--- src/rtl/smbcs_pkg.sv ---
package smbcs_pkg;
    localparam int BYTE_W = 8;
    localparam logic [BYTE_W-1:0] STAT_RST = 8'h81;

    // control field positions
    localparam int C_CLRP = 7;
    localparam int C_ESO  = 6;
    localparam int C_TIE  = 4;
    localparam int C_ENI  = 3;
    localparam int C_STA  = 2;
    localparam int C_STO  = 1;
    localparam int C_ACK  = 0;

    // status field positions
    localparam int S_PIN = 7;
    localparam int S_TE  = 6;
    localparam int S_STS = 5;
    localparam int S_BER = 4;
    localparam int S_LRB = 3;
    localparam int S_AAS = 2;
    localparam int S_LAB = 1;
    localparam int S_NBB = 0;

    // sticky flags that only events set and clear-pending clears
    localparam int N_STICKY = 5;
    localparam int STICKY_POS [N_STICKY] = '{S_TE, S_STS, S_BER, S_AAS, S_LAB};

    typedef enum logic [1:0] {
        IRQ_IDLE = 2'd0,
        IRQ_XFER = 2'd1,
        IRQ_TMO  = 2'd2
    } irq_state_e;
endpackage

--- src/rtl/smbcs_ctl_reg.sv ---
module smbcs_ctl_reg
    import smbcs_pkg::*;
(
    input  logic              clk,
    input  logic              rst_n,
    input  logic              wr,
    input  logic [BYTE_W-1:0] wdata,
    input  logic              start_ack,
    input  logic              stop_ack,
    output logic              eso,
    output logic              tie,
    output logic              eni,
    output logic              ack,
    output logic              sta,
    output logic              sto,
    output logic              clr_pulse
);
    assign clr_pulse = wr & wdata[C_CLRP];

    always_ff @(posedge clk or negedge rst_n) begin
        if (!rst_n) begin
            eso <= 1'b0;
            tie <= 1'b0;
            eni <= 1'b0;
            ack <= 1'b0;
            sta <= 1'b0;
            sto <= 1'b0;
        end else if (wr) begin
            eso <= wdata[C_ESO];
            tie <= wdata[C_TIE];
            eni <= wdata[C_ENI];
            ack <= wdata[C_ACK];
            sta <= wdata[C_STA];
            sto <= wdata[C_STO];
        end else begin
            if (start_ack) sta <= 1'b0;
            if (stop_ack)  sto <= 1'b0;
        end
    end
endmodule

--- src/rtl/smbcs_stat_reg.sv ---
module smbcs_stat_reg
    import smbcs_pkg::*;
(
    input  logic                clk,
    input  logic                rst_n,
    input  logic                clr_pulse,
    input  logic                done,
    input  logic [N_STICKY-1:0] sticky_set,
    input  logic                lrb_load,
    input  logic                lrb_val,
    input  logic                busy_set,
    input  logic                busy_clr,
    output logic [BYTE_W-1:0]   stat
);
    logic [N_STICKY-1:0] sticky_q;
    logic                pin_q;
    logic                lrb_q;
    logic                nbb_q;

    for (genvar g = 0; g < N_STICKY; g++) begin : g_sticky
        always_ff @(posedge clk or negedge rst_n) begin
            if (!rst_n)             sticky_q[g] <= 1'b0;
            else if (sticky_set[g]) sticky_q[g] <= 1'b1;
            else if (clr_pulse)     sticky_q[g] <= 1'b0;
        end
    end

    always_ff @(posedge clk or negedge rst_n) begin
        if (!rst_n) begin
            pin_q <= 1'b1;
            lrb_q <= 1'b0;
            nbb_q <= 1'b1;
        end else begin
            if (done)           pin_q <= 1'b0;
            else if (clr_pulse) pin_q <= 1'b1;
            if (lrb_load)       lrb_q <= lrb_val;
            else if (clr_pulse) lrb_q <= 1'b0;
            if (busy_set)       nbb_q <= 1'b0;
            else if (busy_clr)  nbb_q <= 1'b1;
        end
    end

    always_comb begin
        stat        = '0;
        stat[S_PIN] = pin_q;
        stat[S_LRB] = lrb_q;
        stat[S_NBB] = nbb_q;
        for (int i = 0; i < N_STICKY; i++) begin
            stat[STICKY_POS[i]] = sticky_q[i];
        end
    end
endmodule

--- src/rtl/smbcs_irq_fsm.sv ---
module smbcs_irq_fsm
    import smbcs_pkg::*;
(
    input  logic clk,
    input  logic rst_n,
    input  logic eni,
    input  logic tie,
    input  logic pin,
    input  logic te,
    output logic int_n
);
    irq_state_e state_q, state_d;

    always_comb begin
        if (!eni)           state_d = IRQ_IDLE;
        else if (!pin)      state_d = IRQ_XFER;
        else if (tie && te) state_d = IRQ_TMO;
        else                state_d = IRQ_IDLE;
    end

    always_ff @(posedge clk or negedge rst_n) begin
        if (!rst_n) state_q <= IRQ_IDLE;
        else        state_q <= state_d;
    end

    always_comb begin
        unique case (state_q)
            IRQ_IDLE: int_n = 1'b1;
            IRQ_XFER: int_n = 1'b0;
            IRQ_TMO:  int_n = 1'b0;
            default:  int_n = 1'b1;
        endcase
    end
endmodule

--- src/rtl/smbcs_regblk.sv ---
module smbcs_regblk
    import smbcs_pkg::*;
(
    input  logic              clk,
    input  logic              rst_n,
    input  logic              host_wr,
    input  logic [BYTE_W-1:0] host_wdata,
    output logic [BYTE_W-1:0] host_rdata,
    output logic              int_n,
    output logic              ctl_eso,
    output logic              ctl_ack,
    output logic              req_start,
    output logic              req_stop,
    input  logic              eng_done,
    input  logic              eng_timeout,
    input  logic              eng_stop,
    input  logic              eng_berr,
    input  logic              eng_aas,
    input  logic              eng_lab,
    input  logic              eng_lrb_load,
    input  logic              eng_lrb,
    input  logic              eng_busy_set,
    input  logic              eng_busy_clr,
    input  logic              eng_start_ack,
    input  logic              eng_stop_ack
);
    logic              ctl_tie, ctl_eni, clr_pulse;
    logic [BYTE_W-1:0] stat_q;
    logic [N_STICKY-1:0] sticky_set;
    logic              unused_rsvd;

    assign unused_rsvd = host_wdata[5];

    // order follows STICKY_POS
    assign sticky_set = {eng_lab, eng_aas, eng_berr, eng_stop, eng_timeout};

    smbcs_ctl_reg u_ctl (
        .clk       (clk),
        .rst_n     (rst_n),
        .wr        (host_wr),
        .wdata     (host_wdata),
        .start_ack (eng_start_ack),
        .stop_ack  (eng_stop_ack),
        .eso       (ctl_eso),
        .tie       (ctl_tie),
        .eni       (ctl_eni),
        .ack       (ctl_ack),
        .sta       (req_start),
        .sto       (req_stop),
        .clr_pulse (clr_pulse)
    );

    smbcs_stat_reg u_stat (
        .clk        (clk),
        .rst_n      (rst_n),
        .clr_pulse  (clr_pulse),
        .done       (eng_done),
        .sticky_set (sticky_set),
        .lrb_load   (eng_lrb_load),
        .lrb_val    (eng_lrb),
        .busy_set   (eng_busy_set),
        .busy_clr   (eng_busy_clr),
        .stat       (stat_q)
    );

    smbcs_irq_fsm u_irq (
        .clk   (clk),
        .rst_n (rst_n),
        .eni   (ctl_eni),
        .tie   (ctl_tie),
        .pin   (stat_q[S_PIN]),
        .te    (stat_q[S_TE]),
        .int_n (int_n)
    );

    assign host_rdata = ctl_eso ? stat_q : STAT_RST;
endmodule

--- config.mk ---
export PLATFORM = sky130hd
export DESIGN_NAME = smbcs_regblk
export DESIGN_NICKNAME = d
export VERILOG_FILES = /design/src/rtl/smbcs_pkg.sv /design/src/rtl/smbcs_ctl_reg.sv /design/src/rtl/smbcs_stat_reg.sv /design/src/rtl/smbcs_irq_fsm.sv /design/src/rtl/smbcs_regblk.sv
export SDC_FILE = /design/constraint.sdc
export NUM_CORES = 1
export LEC_CHECK = 0
export ABC_AREA = 1
export BUFFER_PORTS_ARGS = -buffer_cell sky130_fd_sc_hd__buf_2
export CAP_MARGIN = 20
export CORE_MARGIN = 3
export CORE_UTILIZATION = 45
export CTS_CLUSTER_DIAMETER = 40
export DETAILED_ROUTE_END_ITERATION = 10
export PLACE_DENSITY_LB_ADDON = 0.2
export SYNTH_ARGS = -nofsm -noshare
export SYNTH_HDL_FRONTEND = slang
export SYNTH_SLANG_ARGS = --single-unit
--- constraint.sdc ---
create_clock -name clk -period 1.9 [get_ports clk]
set_input_delay 0.095 -clock clk [delete_from_list [all_inputs] [get_ports clk]]
set_output_delay 0.095 -clock clk [all_outputs]
set_load 0.03 [all_outputs]
==> results.md, run 1 <==
Synthesis:
- Of the total synthesized cell area, the portion taken by AND, OR, NAND and NOR gates is 25.6%.
- The average cell area after synthesis is 8.16 um2.
- The main combinational cell family by area after synthesis is simple AND/OR/NAND/NOR gates.
- The share of synthesized flip-flops with an asynchronous set or reset is 100%.
- The post-synth net total is 105.
- Yosys attributes the largest share of cell area to sky130_fd_sc_hd__dfrtp_1 52%, sky130_fd_sc_hd__nand2_1 21%, sky130_fd_sc_hd__inv_1 9.0%.
- The portion of synthesized area spent on multiplexers is 0%.
- Summed over its instances, the top area cell type makes up 52.3% of the synthesized netlist area.
- The post-synthesis cell area is 669 um2.
- The synthesized design contains 0 enable-type register cells.
- The cell type with the largest total area after synthesis is sky130_fd_sc_hd__dfrtp_1.
- The portion of the post-synthesis area used by sequential elements is 60.2%.
- For this run, the number of Yosys warnings is 0.
- The number of instances in the synthesized netlist is 82.
- The commonest cells after synthesis are 37 x sky130_fd_sc_hd__nand2_1, 16 x sky130_fd_sc_hd__inv_1, 14 x sky130_fd_sc_hd__dfrtp_1.
- The xor and xnor fraction of the mapped netlist area is 1.31%.
- Among all flip-flop cells after synthesis, the most frequent one is sky130_fd_sc_hd__dfrtp_1.
- Summing the areas of all compound-gate instances in the mapped netlist gives 1.50% of the synthesized area.
- Summing the areas of all fa, ha and maj instances in the mapped netlist gives 0% of the synthesized area.
- Among all cell types in the netlist, the one instantiated most often is sky130_fd_sc_hd__nand2_1.
- The flop and latch count out of synthesis is 16.
- In this run, distinct cell masters in the synthesized netlist total 11.

Timing:
- The setup-violating endpoint count in the final report is 0.
- The relative slew slack is 76.1%.
- The portion of the clock cycle consumed by the worst path in the final layout is 66.0%.
- The routed design could run at a clock period as short as 1.25 ns.
- The sum of negative setup slack is 0 ns.
- The worst hold margin is 0.0130 ns.
- The hold violation total from the final report came to 0.
- The number of max-slew violations in the final report is 0.
- Static timing analysis puts the maximum clock frequency at 797 MHz.
- The slew at the pin closest to its max-slew limit is 0.358 ns.
- Setup repair after global routing left no endpoint under its margin.
- On the final layout, the worst clock skew is 0.00106 ns.

Setup path:
- Together, buffers and inverters on the worst path number 2.
- The end point of the critical path is host_rdata[4].
- The largest stage delay on the critical path is 0.54 ns.
- The required time of the critical path is 1.80 ns.
- The maximum fanout along the worst path is 10.
- The reg2reg setup slack is 1.11 ns.
- STA classifies the critical path startpoint as a flip-flop.
- The capturing point of the worst reg2reg path is u_stat.pin_q.
- In this run the number of cells on the critical path is 3.
- The cell depth of the worst flop-to-flop path is 2.
- The library cell contributing the largest single delay on the critical path is sky130_fd_sc_hd__dfrtp_1.
- The nature of the critical path endpoint is an output port.
- The critical path goes through nand2_1 -> inv_1 -> buf_2.
- The launch point of the critical path is u_ctl.eso.
- The critical path in this run is classified as flip-flop to output port.
- The launching point of the worst reg2reg path is u_stat.pin_q.
- The arrival time at the worst endpoint is 1.16 ns.
- In this design, the largest share of critical-path delay is due to flip-flops.

Global route:
- For this run, the total global-route usage over all layers was measured as 16.6%.
- Global routing finished with a remaining overflow of 0.
- The via count of the first global-routing pass is 556.
- The maximum number of pins on one net before global-route repair is 17.
- The initial antenna violation count came to 0.
- The global-route wire length before repair is 2300 um.

Power and ir drop:
- VDD sags by at most 445 uV.
- The ratio of total power to cell area is 800 mW/mm2.
- The leakage power figure is 0.594 nW.

Route:
- The ratio of routed vias to standard cells is 4.18.
- After detailed routing, the number of remaining DRC violations is 0.
- The count of nets left with antenna violations after detail routing is 0.
- The number of iterations in the first detailed-routing pass is 4.
- After detailed routing, the total wire length is 1400 um.
- The average routed wire per standard cell is 9.92 um.
- The number of DRC markers after the initial detailed-route iteration is 9.
- For this block, the via count after detailed routing is 590.

Flow run:
- The number of maximum-capacitance violations is 0.

Die:
- The floorplan step defined a die boundary enclosing 0.00199 mm2.
- The core footprint is 0.00135 mm2.
- The effective utilization at floorplan is 49.6%.
- The count of boundary I/O pins is 36.
- The initialized floorplan defines 13 standard-cell rows.
- The die is 44.6 um wide.
- The die height is 44.6 um.

Clock tree:
- The quantity of gates resized following cts is 0.
- CTS saw 16 sinks.
- The number of hold buffers added after CTS was 8.
- The clock tree root driver cell is sky130_fd_sc_hd__clkbuf_4.
- TritonCTS created 3 clock buffers.
- The post-CTS setup repair buffer count is 0.
- The clock tree from TritonCTS is yes.
- The latest clock arrival within the worst-skew pair is 0.28 ns.
- The post-CTS clock slew at the launch and capture registers of the worst setup and hold paths is 0.09 ns.
- The number of buffers on the longest clock path is 2.
- The number of H-tree levels is 1.

Layout:
- The finished cells cover 958 um2.
- Relative to the synthesized area, the layout overhead comes to 43.2%.
- After the last flow step, the layout net total stands at 150.
- The number of diodes is 0.
- The post-route netlist has 31.7% of its cells at a drive strength greater than 1.

Placed design:
- During placement, the flow inserted port buffers numbering 34.
- The congestion estimate from routability-driven global placement came to 0.712.
- The placed instance area is 842 um2.
- Summed over all nets, the half-perimeter wirelength after detailed placement is 981 um.

Min path:
- The worst min-delay path category is input pin to flip-flop.

Outcome:
- The flow ran to the end, and the final reports show no timing, DRC or antenna violations.
## cell type report
| type | instances | area (um2) |
|---|---|---|
| flip-flops and latches | 16 | 403 |
| multi-input cells | 48 | 190 |
| inverters | 16 | 60.1 |
| repair buffers | 42 | 250 |
| well taps | 15 | 18.8 |
| fillers | 113 | 392 |
| clock buffers | 4 | 36.3 |
## per-stage QoR
step                power (mW)  cells  setup WS, ns  util (%)
floorplan                0.485     82         0.838         -
global placement         0.539    129         0.965      62.4
detailed placement       0.543    129         0.959      62.4
CTS                      0.779    141         0.617      71.0
global route             0.814    141         0.504      71.0
finish                   0.767    141         0.646      71.0
## cell families (layout without fill, tap and decap cells)
logic type             count (synthesis)  after routing
AO/OA/AOI/OAI                          2              2
XOR/XNOR                               1              1
buffers and inverters                 18             62
flip-flops                            16             16
AND/OR/NAND/NOR                       45             45
## registers in the layout (all words and copies together) (netlist names)
name / count
u_ctl.eso: 1
u_ctl.tie: 1
u_stat.nbb_q: 1
u_stat.stat: 5
u_stat.lrb_q: 1
u_ctl.sta: 1
u_ctl.eni: 1
u_stat.pin_q: 1
u_ctl.sto: 1
u_irq.state_q: 2
u_ctl.ack: 1
## per-layer routing
layer	global-route usage, %	up-vias	routed length (um)
li1	-	320	-
met1	19.2	250	584
met2	26.4	18	714
met3	5.28	2	89
met4	10.2	0	10
met5	0	-	0
## cell usage in the layout, fill, tap and decap left out
cell and instances:
sky130_fd_sc_hd__nand3_1 2, sky130_fd_sc_hd__inv_1 16, sky130_fd_sc_hd__dfstp_2 2, sky130_fd_sc_hd__nand2_1 37, sky130_fd_sc_hd__clkbuf_8 1, sky130_fd_sc_hd__a21oi_1 1, sky130_fd_sc_hd__dlygate4sd3_1 8, sky130_fd_sc_hd__clkbuf_4 3
sky130_fd_sc_hd__buf_2 34, sky130_fd_sc_hd__dfrtp_1 14, sky130_fd_sc_hd__o21ai_0 1, sky130_fd_sc_hd__xnor2_1 1, sky130_fd_sc_hd__nor2_1 6
## report_power, final
part / leakage [nW] / internal [mW] / total (mW) / switching [mW]
logic: 0.389 / 0.0612 / 0.163 / 0.101
registers: 0.184 / 0.367 / 0.385 / 0.0174
clock network: 0.0210 / 0.116 / 0.220 / 0.103
total: 0.594 / 0.545 / 0.767 / 0.222
## worst min-delay path by stage
stage                  start          endpoint  slack (ns)  depth (start not counted)
2_1_floorplan          rst_n         u_ctl.ack       -0.20                          0
3_3_place_gp           rst_n         u_ctl.eni        0.02                          1
3_5_place_dp           rst_n  u_irq.state_q[1]        0.03                          1
4_1_cts              eng_lrb      u_stat.lrb_q       0.004                          3
5_1_grt        host_wdata[4]         u_ctl.tie      0.0009                          3
6_report             eng_lrb      u_stat.lrb_q        0.01                          3
## worst register-to-register path, stage by stage, from the launching register on
cell                      delay, ns
sky130_fd_sc_hd__dfstp_2       0.55
sky130_fd_sc_hd__inv_1         0.05
sky130_fd_sc_hd__a21oi_1       0.13
Power figures use the tool's default switching activity.
==> run 2: changes to the inputs <==
--- a/config.mk
+++ b/config.mk
@@ -5,11 +5,11 @@
 export SDC_FILE = /design/constraint.sdc
 export NUM_CORES = 1
 export LEC_CHECK = 0
-export ABC_AREA = 1
+export ABC_AREA = 0
 export BUFFER_PORTS_ARGS = -buffer_cell sky130_fd_sc_hd__buf_2
 export CAP_MARGIN = 20
 export CORE_MARGIN = 3
-export CORE_UTILIZATION = 45
+export CORE_UTILIZATION = 37
 export CTS_CLUSTER_DIAMETER = 40
 export DETAILED_ROUTE_END_ITERATION = 10
 export PLACE_DENSITY_LB_ADDON = 0.2
==> constraint.sdc (replaced) <==
create_clock -name clk -period 1.06 [get_ports clk]
set_input_delay 0.053 -clock clk [delete_from_list [all_inputs] [get_ports clk]]
set_output_delay 0.053 -clock clk [all_outputs]
set_load 0.03 [all_outputs]
==> run 2 against run 1 <==
  * The run now ends with setup timing left
  * Flip-flop and latch count unchanged
  * Power grew 100%
  * Core utilization increased by 1.5 points
  * Sequential share of layout area is 6.7 points lower
  * Setup slack worse by 0.74 ns
  * Critical path type unchanged
  * Largest cell class is now buffers
==> results.md, run 2 <==
Route:
- The detailed-route DRC error count is 0.
- The number of iterations in the first detailed-routing pass is 1.
- The total via count in the routed design is 559.
- The average routed wire per standard cell is 12.1 um.
- Summed over all layers, the routed wires come to 1460 um.
- The ratio of routed vias to standard cells is 4.66.
- The detailed router finished its first iteration with 0 violations.
- Once detail routing completed, the nets flagged for antenna violations numbered 0.

Die:
- The core footprint is 0.00158 mm2.
- For this configuration, the core starts out at a cell density of 41.5%.
- The die is 48.1 um tall.
- The die covers 0.00231 mm2.
- Row generation in the floorplan step produced 14 rows.
- The die is 48.1 um wide.
- The count of boundary I/O pins is 36.

Synthesis:
- The average cell area after synthesis is 13.6 um2.
- Ranked by total cell area, the synthesized netlist is headed by sky130_fd_sc_hd__dfrtp_1 54%, sky130_fd_sc_hd__mux2_4 9.2%, sky130_fd_sc_hd__dfstp_2 8.0%.
- The portion of the post-synthesis area used by sequential elements is 61.6%.
- The flop and latch count out of synthesis is 16.
- The most used flip-flop cell after synthesis is sky130_fd_sc_hd__dfrtp_1.
- The cell type with the largest total area after synthesis is sky130_fd_sc_hd__dfrtp_1.
- In this run, synthesis inferred 0 flip-flops with an integrated enable.
- The share of synthesized flip-flops with an asynchronous set or reset is 100%.
- The number of instances in the synthesized netlist is 48.
- The Yosys step of the flow raised 0 warnings.
- Synthesis produced a netlist with a net count of 71.
- The number of unique standard cell types used by synthesis is 15.
- The post-synthesis cell area is 654 um2.
- After synthesis, the most frequently instantiated cells are 14 x sky130_fd_sc_hd__dfrtp_1, 6 x sky130_fd_sc_hd__and2_1, 5 x sky130_fd_sc_hd__a21o_1, 5 x sky130_fd_sc_hd__nor2_1, 4 x sky130_fd_sc_hd__mux2_4.
- The cell with the most instances after synthesis is sky130_fd_sc_hd__dfrtp_1.
- The share of synthesized area in the top cell type comes to 53.5%.

Min path:
- The worst hold path startpoint is eng_lrb_load.
- The path with the worst hold slack has its endpoint at u_stat.lrb_q.
- The cell depth of the worst min-delay path is 2.
- The min-delay analysis places its worst path in the category input pin to flip-flop.

Setup path:
- In this run the worst path has a maximum fanout of 5.
- Walking the worst path, the cells encountered are buf_6 -> and2_4 -> buf_6.
- Measured in cells, the most critical reg-to-reg path has a length of 2.
- The launching point of the worst reg2reg path is u_ctl.eso.
- The dominant cell type by count on the critical path is sky130_fd_sc_hd__buf_6.
- The largest stage delay on the critical path is 0.42 ns.
- The number of buffers and inverters on the critical path is 2.
- The critical path class is flip-flop to output port.
- The worst setup path is launched from a flip-flop.
- The worst register-to-register path ends at u_ctl.eso.
- The required time of the critical path is 1.01 ns.
- The worst setup path is captured at an output port.
- For the worst setup path, the data arrival time is 1.10 ns.
- The reg2reg setup slack is 0.14 ns.
- On the critical path the largest part of the delay comes from flip-flops.
- The library cell contributing the largest single delay on the critical path is sky130_fd_sc_hd__dfrtp_2.

Power and ir drop:
- In this run the power spent charging and discharging nets is 0.421 mW.
- IR analysis of the VDD net gives a maximum drop of 1030 uV.
- The leakage power figure is 0.570 nW.
- The fraction of power spent switching nets is 27.3%.
- The sequential share of power is 44.6%.
- The combinational share of power is 30.0%.
- The internal power summed over all cells is 1.12 mW.
- The ratio of total power to cell area is 1350 mW/mm2.
- Of the total power, the clock network draws 25.4%.

Placed design:
- The congestion estimate from routability-driven global placement came to 0.648.
- At the placement stage, the worst setup path has a slack of 0.159 ns.
- Counting tap cells, the placed design contains a total of 97 instances.
- The total of buffers placed on input and output ports is 34.

Timing:
- The maximum clock skew at final layout is 0.00131 ns.
- Based on the critical path, the design can be clocked at up to 870 MHz.
- The final worst setup slack is -0.0893 ns.
- Setup violations remaining at the end of the flow were counted as 8.
- The number of max-slew violations in the final report was 0.
- The portion of the clock cycle consumed by the worst path in the final layout is 108%.
- Setup repair after global routing could not meet its margin everywhere.
- Measured against its own limit, the worst slew margin works out to 76.8%.
- The shortest period the worst path allows is 1.15 ns.
- The hold violation total from the final report was 0.
- At the pin with the least slew margin, the transition time is 0.349 ns.

Clock tree:
- After clock tree synthesis, the clock-pin slew on the worst setup and hold paths is 0.09 ns.
- The latest clock arrival within the worst-skew pair is 0.28 ns.
- The number of clock sinks is 16.
- The clock tree root driver cell is sky130_fd_sc_hd__clkbuf_4.
- The number of H-tree levels is 1.
- The number of buffers on the longest clock path is 2.
- The CTS buffer count is 3.
- The clock tree from TritonCTS is yes.

Global route:
- The first global-routing pass estimated 2360 um of wire.
- The maximum number of pins on one net before global-route repair is 17.
- The overall fraction of global-route tracks in use is 15.2%.
- The initial antenna violation count came to 0.
- Global routing finished with a remaining overflow of 0.
- The via count of the first global-routing pass was 571.

Outcome:
- The flow ran to the end, but the final reports show violations.
- The checks that failed: setup timing.

Layout:
- The count of cells in the finished layout, fillers not included, comes to 120.
- Leaving out fill and tap cells, the most frequent cells in the layout are 24 x sky130_fd_sc_hd__buf_2, 16 x sky130_fd_sc_hd__dlygate4sd3_1, 13 x sky130_fd_sc_hd__dfrtp_1.
- The synthesis-to-finish area growth is 74.6%.
- The number of diodes is 0.
- The number of nets in the finished design is 128.
- The library cell used most frequently in the layout, excluding fill and tap cells, is sky130_fd_sc_hd__buf_2.
- The flip-flop count of the largest register, all copies and words added is 5.
- The layout cell share with drive strength beyond 1 is 54.8%.

Flow run:
- Max-cap violations in this run came to 0.
==> run 2: cell count changes after synthesis, moves of 2 or more <==
cell | previous run | this run
sky130_fd_sc_hd__nor2b_1 | 0 | 2
sky130_fd_sc_hd__and2_1 | 0 | 6
sky130_fd_sc_hd__nand2b_1 | 0 | 2
sky130_fd_sc_hd__nand2_1 | 37 | 0
sky130_fd_sc_hd__inv_1 | 16 | 0
sky130_fd_sc_hd__a21o_1 | 0 | 5
sky130_fd_sc_hd__nand3_1 | 2 | 0
sky130_fd_sc_hd__mux2_4 | 0 | 4
sky130_fd_sc_hd__a22o_1 | 0 | 2
==> run 2: power groups by stage <==
stage | sequential, mW | combinational (mW) | clock, mW
after floorplan | 0.723 | 0.177 | 0
after global placement | 0.703 | 0.306 | 0
after detailed placement | 0.704 | 0.309 | 0
after CTS | 0.687 | 0.450 | 0.406
after global routing | 0.694 | 0.498 | 0.431
final | 0.687 | 0.463 | 0.391
==> run 2: final cells by class <==
class / instances / area, um2
clock buffers: 4 / 36.3
fillers: 109 / 434
multi-input cells: 31 / 263
flip-flops and latches: 16 / 404
well taps: 16 / 20.0
repair buffers: 53 / 419
==> run 2: worst max path at each step <==
stage / from / endpoint / slack [ns] / cells after the start
after floorplan: u_ctl.eso / host_rdata[1] / 0.07 / 1
final: u_ctl.eso / host_rdata[6] / -0.09 / 3
after global routing: u_ctl.eso / host_rdata[4] / -0.14 / 3
after CTS: u_ctl.eso / host_rdata[5] / -0.09 / 3
after global placement: u_ctl.eso / host_rdata[2] / 0.17 / 2
after detailed placement: u_ctl.eso / host_rdata[2] / 0.16 / 2
==> run 2: timing repair <==
action,4_1_cts,5_1_grt
setup buffers,3,0
resized for setup,28,4
pin swaps,1,1
setup endpoints to repair,10,10
cloned,0,0
endpoints found under the hold margin,29,1
hold buffers,15,1
==> run 2: through the flow <==
stage	TNS, ns	instance area, um2	util (%)	hold slack, ns	power, mW
6_report	-0.582	1140	72.5	0.0176	1.54
3_5_place_dp	0	833	52.9	-0.0178	1.01
2_1_floorplan	0	654	-	-0.243	0.899
5_1_grt	-1.03	1140	72.5	0.00499	1.62
4_1_cts	-0.663	1120	71.0	0.00267	1.54
3_3_place_gp	0	833	52.9	-0.0173	1.01
==> run 2: cell families (layout without fill, tap and decap cells) <==
| group | Yosys count | in the layout | share of synthesized area, % |
|---|---|---|---|
| multiplexers | 4 | 4 | 9.18 |
| buffers and inverters | 1 | 57 | 1.72 |
| flip-flops | 16 | 16 | 61.6 |
| AO/OA/AOI/OAI | 9 | 9 | 10.7 |
| XOR/XNOR | 1 | 1 | 1.34 |
| AND/OR/NAND/NOR | 17 | 17 | 15.5 |
==> run 2: per-layer routing <==
metal	part of all wire [%]	track usage (%)	vias to the layer above
li1	-	-	275
met1	41	17.4	259
met2	51	26.1	25
met3	7.5	6.77	0
met4	0	3.23	0
met5	0	0	-
==> run 3: changes to the inputs <==
--- a/config.mk
+++ b/config.mk
@@ -10,6 +10,7 @@
 export CAP_MARGIN = 20
 export CORE_MARGIN = 3
 export CORE_UTILIZATION = 37
+export CTS_BUF_LIST = sky130_fd_sc_hd__clkbuf_16
 export CTS_CLUSTER_DIAMETER = 40
 export DETAILED_ROUTE_END_ITERATION = 10
 export PLACE_DENSITY_LB_ADDON = 0.2
==> run 3 against run 2 <==
  * The flow still finishes with violations (setup timing)
  * Largest power group is now the clock network
  * Critical path type unchanged
  * Core utilization decreased by 5.6 points
  * Setup slack improved by 0.088 ns
  * Flip-flop and latch count unchanged
  * Clock skew decreased by 0.00051 ns
  * Clock-buffer cell count decreased by 1
  * Global-route usage decreased by 2.0 points
==> results.md, run 3 (synthesis gave the netlist of run 2 again) <==
Clock tree:
- In this run, CTS created clock tree buffers numbering 3.
- Clock-pin slew was measured on the worst setup and hold paths at 0.05 ns.
- The clock passes through at most 2 buffers.
- The number of clock sinks is 16.
- For the worst-skew pair, the clock arrives at the later sink with an insertion delay of 0.24 ns.
- The clock tree from TritonCTS is yes.
- The clock tree root driver cell is sky130_fd_sc_hd__clkbuf_16.
- CTS built an H-tree with a depth of 1.

Timing:
- The hold violation total from the final report is 0.
- The maximum clock skew at final layout is 0.000797 ns.
- Setup violations remaining at the end of the flow were counted as 1.
- At the pin with the least slew margin, the transition time is 0.349 ns.
- The shortest period the worst path allows is 1.06 ns.
- Setup repair after global routing could not meet its margin everywhere.
- The final worst setup slack is -0.000990 ns.
- The portion of the clock cycle consumed by the worst path in the final layout is 100%.
- The sum of negative setup slack is -0.000990 ns.
- The worst hold margin is 0.0250 ns.
- Based on the critical path, the design can be clocked at up to 943 MHz.
- The number of max-slew violations in the final report is 0.
- The relative slew slack is 76.7%.

Layout:
- The layout cell share with drive strength beyond 1 is 50.0%.
- Leaving out fill and tap cells, the most frequent cell in the layout is sky130_fd_sc_hd__buf_2.
- The number of nets in the finished design is 118.
- The flip-flop and latch area is 404 um2.
- The flip-flop count of the largest register, all copies and words added is 5.
- The library cells used most frequently in the layout, excluding fill and tap cells, are 25 x sky130_fd_sc_hd__buf_2, 13 x sky130_fd_sc_hd__dfrtp_1, 8 x sky130_fd_sc_hd__dlygate4sd3_1, 8 x sky130_fd_sc_hd__buf_6, 6 x sky130_fd_sc_hd__and2_1.
- The utilization after layout is 66.8%.
- From synthesis to final layout, the design area changed by 61.0%.
- After routing the design area is 0.00105 mm2.
- Summing all multi-input logic gate instances after layout gives 240 um2.
- After filler insertion, the fill cell instance count of the layout stands at 123.
- The number of antenna diodes in the final layout is 0.

Min path:
- The cell depth of the worst min-delay path is 3.
- For hold timing, the worst endpoint is u_stat.nbb_q.
- The worst min-delay path category is input pin to flip-flop.
- The worst hold path startpoint is eng_busy_clr.

Route:
- The average routed wire per standard cell is 11.7 um.
- The detailed-route DRC error count is 0.
- The pre-antenna-repair detailed-routing pass consisted of 4 iterations.
- The wire length reported by the detailed router is 1290 um.
- The ratio of routed vias to standard cells is 4.71.
- The count of nets left with antenna violations once routing finished came out at 0.
- The total via count in the routed design is 518.
- The number of DRC markers after the initial detailed-route iteration is 6.

Die:
- The effective utilization at floorplan is 41.5%.
- The die height is 48.1 um.
- The horizontal extent of the die is 48.1 um.
- The core footprint is 0.00158 mm2.
- The die covers 0.00231 mm2.
- Pin placement for this block handled 36 I/O pins.
- In this run the core area contains 14 standard-cell rows.

Setup path:
- For the worst setup path, the data arrival time is 1.01 ns.
- The worst register-to-register path begins at u_ctl.eso.
- The maximum fanout along the worst path is 10.
- Traced cell by cell, the critical path runs through and2_1 -> buf_6.
- The capturing point of the worst reg2reg path is u_ctl.eso.
- The reg2reg setup slack is 0.21 ns.
- STA classifies the critical path endpoint as an output port.
- The largest stage delay on the critical path is 0.45 ns.
- Measured in cells, the most critical reg-to-reg path has a length of 1.
- The library cell contributing the largest single delay on the critical path is sky130_fd_sc_hd__dfrtp_2.
- The worst setup path is launched from a flip-flop.
- The critical path class is flip-flop to output port.
- The required time of the critical path is 1.01 ns.

Global route:
- The initial antenna violation count is 0.
- The global-route wire length before repair is 2080 um.
- The total global routing overflow is 0.
- The via count of the first global-routing pass is 486.
- The overall fraction of global-route tracks in use is 13.3%.
- The maximum number of pins on one net before global-route repair is 17.

Power and ir drop:
- Dividing total power by cell area gives a power density of 1700 mW/mm2.
- The internal portion of the total power is 1.35 mW.
- Power comes to 1.79 mW.
- The switching power total is 0.439 mW.
- In this run the static leakage power is 0.523 nW.
- The peak ir drop on the vdd network is 1550 uV.
- The sequential share of power is 38.7%.
- The part of the power in the clock network is 39.9%.
- In this run switching power makes up 24.5% of total power.
- Of the total power, combinational logic draws 21.4%.

Placed design:
- The total of buffers placed on input and output ports is 34.
- The placed instance area is 833 um2.
- The congestion estimate from routability-driven global placement came to 0.648.

Outcome:
- The flow ran to the end, but the final reports show violations.
- The checks that failed: setup timing.

Flow run:
- The number of maximum-capacitance violations is 0.
-- run 3: through the flow --
stage          cells  setup WS (ns)
2_1_floorplan     48         0.0709
3_3_place_gp      97          0.167
3_5_place_dp      97          0.159
4_1_cts          110        -0.0177
5_1_grt          110        -0.0386
6_report         110      -0.000990
-- run 3: worst max path at each step --
| stage | from | to | depth (start not counted) |
|---|---|---|---|
| after floorplan | u_ctl.eso | host_rdata[1] | 1 |
| after global placement | u_ctl.eso | host_rdata[2] | 2 |
| after detailed placement | u_ctl.eso | host_rdata[2] | 2 |
| after CTS | u_ctl.eso | host_rdata[3] | 2 |
| after global routing | u_ctl.eso | host_rdata[3] | 2 |
| final | u_ctl.eso | host_rdata[3] | 2 |
-- run 3: area by class of cell --
type | count | area share [%]
Sequential cell | 16 | 38.4
Timing Repair Buffer | 43 | 29.5
Multi-Input combinational cell | 31 | 22.8
Clock buffer | 3 | 7.13
Tap cell | 16 | 1.90
Clock inverter | 1 | 0.356
-- run 3: power groups by stage --
stage                     clock network, mW  registers (mW)  logic [mW]
after floorplan                           0           0.723       0.177
after global placement                    0           0.703       0.306
after detailed placement                  0           0.704       0.309
after CTS                             0.733           0.694       0.383
after global routing                  0.756           0.700       0.412
final                                 0.715           0.693       0.383
-- run 3: worst max-delay path: cells and delay by family, from the launching register on --
family                 cells  cell delay (ns)
buffers and inverters      1             0.13
flip-flops                 1             0.45
AND/OR/NAND/NOR            1             0.18
-- run 3: routing by layer --
metal	vias up	wire, um	GRT usage [%]
met1	240	522	15.2
li1	253	-	-
met4	0	0	3.23
met5	-	0	0
met3	0	125	5.64
met2	25	638	22.7
-- run 3: repair_timing --
action	CTS	global route
setup buffers	1	0
gates resized for setup	17	2
endpoints found under the setup margin	8	9
hold buffers	8	0
endpoints found under the hold margin	21	0
